$ cat src/rtl/tune_word_calc.sv
module tune_word_calc #(
  parameter int          W         = 32,
  parameter int          PIN_W     = 6,
  parameter logic [31:0] PLL_MIN   = 32'd500000,
  parameter logic [31:0] WIN_LO    = 32'd4000000,
  parameter logic [31:0] WIN_HI    = 32'd8000000,
  parameter logic [4:0]  MODE_OSC  = 5'b00100,
  parameter logic [4:0]  MODE_PLL  = 5'b00010,
  parameter logic [2:0]  CODE_INIT = 3'd3
) (
  input  logic             clk,
  input  logic             rst_n,
  input  logic             start,
  input  logic [W-1:0]     req_hz,
  input  logic [W-1:0]     clk_hz,
  input  logic [PIN_W-1:0] pin_sel,
  output logic             busy,
  output logic             done,
  output logic             err,
  output logic [W-1:0]     ctrl_word,
  output logic [W-1:0]     tune_word
);
  localparam int CNT_W    = $clog2(W);
  localparam int MODE_LSB = 26;
  localparam int CODE_LSB = 23;

  typedef enum logic [2:0] {S_IDLE, S_NORM, S_CHK, S_DIV, S_FIN} state_t;

  state_t           st;
  logic [W:0]       num;
  logic [W-1:0]     den, quo;
  logic [2:0]       code;
  logic [4:0]       mode;
  logic [PIN_W-1:0] pin_q;
  logic [CNT_W-1:0] cnt;

  logic [W:0]   num2;
  logic         ge;
  logic         go_up, go_dn;
  logic [W-1:0] ctrl_next;

  assign num2  = {num[W-1:0], 1'b0};
  assign ge    = num2 >= {1'b0, den};
  assign go_up = (num < {1'b0, WIN_LO}) && (code != 3'd0);
  assign go_dn = (num > {1'b0, WIN_HI}) && (code != 3'd7);
  assign busy  = (st != S_IDLE) && (st != S_FIN);
  assign done  = (st == S_FIN);

  always_comb begin
    ctrl_next = '0;
    ctrl_next[MODE_LSB +: 5] = mode;
    ctrl_next[CODE_LSB +: 3] = code;
    ctrl_next[PIN_W-1:0]     = pin_q;
  end

  always_ff @(posedge clk or negedge rst_n) begin
    if (!rst_n) begin
      st        <= S_IDLE;
      num       <= '0;
      den       <= '0;
      quo       <= '0;
      code      <= '0;
      mode      <= '0;
      pin_q     <= '0;
      cnt       <= '0;
      err       <= 1'b0;
      ctrl_word <= '0;
      tune_word <= '0;
    end else begin
      case (st)
        S_IDLE: if (start) begin
          num   <= {1'b0, req_hz};
          den   <= clk_hz;
          pin_q <= pin_sel;
          quo   <= '0;
          cnt   <= '0;
          if (req_hz < PLL_MIN) begin
            mode <= MODE_OSC;
            code <= 3'd0;
            st   <= S_CHK;
          end else begin
            mode <= MODE_PLL;
            code <= CODE_INIT;
            st   <= S_NORM;
          end
        end
        S_NORM: begin
          if (go_up) begin
            num  <= num2;
            code <= code - 3'd1;
          end else if (go_dn) begin
            num  <= num >> 1;
            code <= code + 3'd1;
          end else begin
            st <= S_CHK;
          end
        end
        S_CHK: begin
          if (den == '0 || num >= {1'b0, den}) begin
            err       <= 1'b1;
            tune_word <= '0;
            ctrl_word <= ctrl_next;
            st        <= S_FIN;
          end else begin
            st <= S_DIV;
          end
        end
        S_DIV: begin
          num <= ge ? num2 - {1'b0, den} : num2;
          quo <= {quo[W-2:0], ge};
          cnt <= cnt + 1'b1;
          if (cnt == CNT_W'(W-1)) begin
            err       <= 1'b0;
            tune_word <= {quo[W-2:0], ge};
            ctrl_word <= ctrl_next;
            st        <= S_FIN;
          end
        end
        default: st <= S_IDLE;
      endcase
    end
  end
endmodule


$ cat config.mk
export PLATFORM = sky130hd
export DESIGN_NAME = tune_word_calc
export DESIGN_NICKNAME = d
export VERILOG_FILES = /design/src/rtl/tune_word_calc.sv
export SDC_FILE = /design/constraint.sdc
export NUM_CORES = 1
export LEC_CHECK = 0
export CAP_MARGIN = 20
export CORE_MARGIN = 2
export CORE_UTILIZATION = 50
export CTS_CLUSTER_SIZE = 14
export DETAILED_ROUTE_END_ITERATION = 10
export DONT_BUFFER_PORTS = 1
export SLEW_MARGIN = 20
export SYNTH_ARGS = -nofsm -noshare
export SYNTH_HDL_FRONTEND = slang
export SYNTH_SLANG_ARGS = --single-unit
$ cat constraint.sdc
create_clock -name clk -period 4.95 [get_ports clk]
set_input_delay 0.7425 -clock clk [delete_from_list [all_inputs] [get_ports clk]]
set_output_delay 0.7425 -clock clk [all_outputs]
set_load 0.01 [all_outputs]
==> results.cfg <==
[outcome]
status = completed

[cts]
cts_tree = built
post_cts_buffers = 0
cts_sinks = 159
path_clk_slew_ns = 0.08
postCtsHoldBufs = 2
htreeDepth = 4
clk_path_buf_depth = 2
clk_latency_ns = 0.44
cts_resized = 0
numCtsBuffers = 17
root_buffer = clkbuf_16

[die]
core_area_sq_um = 20300
rows = 52
die_area_sq_um = 21900
die_y_um = 148
die_w_um = 148
io_pins = 140
start_util = 0.512

[sta]
fmax_ghz = 0.275
post-route-period-util = 0.734
finalHoldViolations = 0
fin_skew_ns = 0.0134
rsz0062_at_grt = no
finalSetupViolations = 0
tightest_slew_ns = 1.04
slew_headroom = 0.303
setup_tns_ns = 0
fin_crit_ns = 3.63
hold_slack_ns = 0.204
setup_slack_ns = 1.32
drv_slew = 0

[critical_path]
crit_arrival_ns = 3.97
cp-start-kind = flip-flop
critPathCaptureType = flip-flop
crit_type = flip-flop to flip-flop
cp_max_fo = 30
cp_data_required_time_ns = 5.29

[grt]
grt.total_usage = 0.277
antenna_found_initial = 0
grt_pass1_vias = 8322
grt_pass1_wl_um = 47300
grt_max_degree = 145
grt_overflow = 0

[route]
drt_iter0_drc = 574
vias = 8598
dr_wl_met2_um = 13800
wl_met3_um = 1940
first_pass_iters = 5
antenna_left = 0
wl_um = 29700
routed_via_density = 6.14
drc = 0
maxUsedRoutingLayer = met4
wl_met1_um = 13400
wl_per_cell_um = 21.2

[logic_synthesis]
syn_inst = 1145
yosysSeqAreaShare = 0.383
yosys.area.top_type_share = 0.383
synth_cell_type_count = 70
ys_seq_elements = 159
synth-edff-count = 0
yosysTopAreaCell = dfrtp_1
synth-async-reset-ratio = 1.00
avgSynthCellArea_sq_um = 9.07
synth_warnings = 0
syn_area_sq_um = 10400
yosys_most_used_dff = dfrtp_1
synth_area_leaders = dfrtp_1, ha_1, nand2_1, mux2_2, a21o_1

[layout]
n_antenna_cell = 0
layout-drive-gt1-share = 0.0955
final_util = 0.549
final_cell_mix = dfrtp_1, nand2_1, o21ai_0
syn_to_final_growth_pct = 7.26
final_nets = 1259
layout_commonest_cell = dfrtp_1
fin_cells = 1401

[placed_design]
port_buffers = 0
place_congestion = 0.893
preCtsSetupSlack_ns = 1.37
dp.cells = 1367
post-dp-hpwl_um = 21500

[pwr]
ir_worst_vdd_uv = 293
power_density_nw_per_um2 = 817
p_leak_nw = 5.40

[min_path]
hp-class = primary input to async pin

[flow_run]
maxCapViolCount = 0
[flip-flops by register name, summed over array words and instances (netlist names)]
name and flops:
num 33, den 32, tune_word 32, quo 31, ctrl_word 11, pin_q 6, cnt 5, code 3
st 3, mode 2, err 1
[final timing paths]
check / from / endpoint / slack, ns / depth (start not counted)
max: num[27]$_DFFE_PN0P_ / num[15]$_DFFE_PN0P_ / 1.32 / 10
min: rst_n / num[8]$_DFFE_PN0P_ / 0.20 / 1
max reg2reg: num[27]$_DFFE_PN0P_ / num[15]$_DFFE_PN0P_ / 1.32 / 10
min reg2reg: quo[14]$_DFFE_PN0P_ / quo[14]$_DFFE_PN0P_ / 0.47 / 1
max in group asynchronous: rst_n / tune_word[30]$_DFFE_PN0P_ / 3.41 / 1
min in group clk: pin_sel[2] / pin_q[2]$_DFFE_PN0P_ / 0.41 / 2
[layer usage]
layer | vias to the layer above | GRT usage
li1 | 4113 | -
met1 | 4202 | 0.389
met2 | 244 | 0.432
met3 | 39 | 0.0663
met4 | 0 | 0.0724
met5 | - | 0
[power breakdown]
part | internal, mW | switching (mW)
Sequential | 1.70 | 0.576
Combinational | 2.09 | 3.42
Clock | 0.680 | 0.649
[cell usage after synthesis, drive strengths merged (2+ instances only)]
library cell / number
nor3: 23
a22o: 5
a221oi: 8
a311oi: 3
a31o: 2
or3: 6
o311ai: 3
dfrtp: 159
a221o: 3
o211ai: 19
ha: 66
and3: 57
mux2: 42
or2: 4
o32a: 13
xnor2: 13
a31oi: 14
buf: 41
a211oi: 7
nand3: 29
a21bo: 2
o221ai: 3
nor4b: 6
o21a: 6
clkbuf: 41
nand2b: 2
nor2b: 3
o22ai: 6
mux2i: 22
xor2: 13
o31ai: 4
fa: 2
and4: 5
and2: 5
a2111oi: 5
a21oi: 55
nor4: 20
nand4: 17
o21bai: 4
nand2: 141
o21ai: 85
inv: 45
a32oi: 2
a21o: 59
nor2: 60
[worst max-delay path, stage by stage (launching register included)]
cell,delay (ns)
dfrtp_1,0.46
ha_1,0.43
a21o_1,0.19
a21o_1,0.21
a31oi_1,0.19
o21ai_1,0.20
nor4b_2,0.43
or2_1,0.50
buf_4,0.41
a2111oi_0,0.14
o32a_1,0.36
[cell type report]
class / instances / area (sq um)
clock buffer: 17 / 425
timing repair buffer: 16 / 143
clock inverter: 15 / 174
multi-input combinational: 879 / 5910
sequential: 159 / 3980
fill: 1891 / 9160
inverter: 45 / 169
tap: 270 / 338
[stage by stage]
stage,area (sq um),total power [mW]
after detailed placement,10500,7.65
after global placement,10500,7.69
after floorplan,10500,6.22
after CTS,11100,9.07
after global routing,11100,9.85
final,11100,9.11
[kinds of logic (layout without fill, tap and decap cells)]
logic type / after synthesis / after routing / synth area share
AO/OA/AOI/OAI: 316 / 316 / 0.205
XOR/XNOR: 26 / 26 / 0.0219
buffers and inverters: 127 / 93 / 0.0569
adder cells (fa/ha/maj): 68 / 68 / 0.0834
multiplexers: 64 / 64 / 0.0667
flip-flops: 159 / 159 / 0.383
AND/OR/NAND/NOR: 384 / 384 / 0.183
other: 1 / 21 / 0.000361
Note: power is estimated with default switching activity, not from simulation.
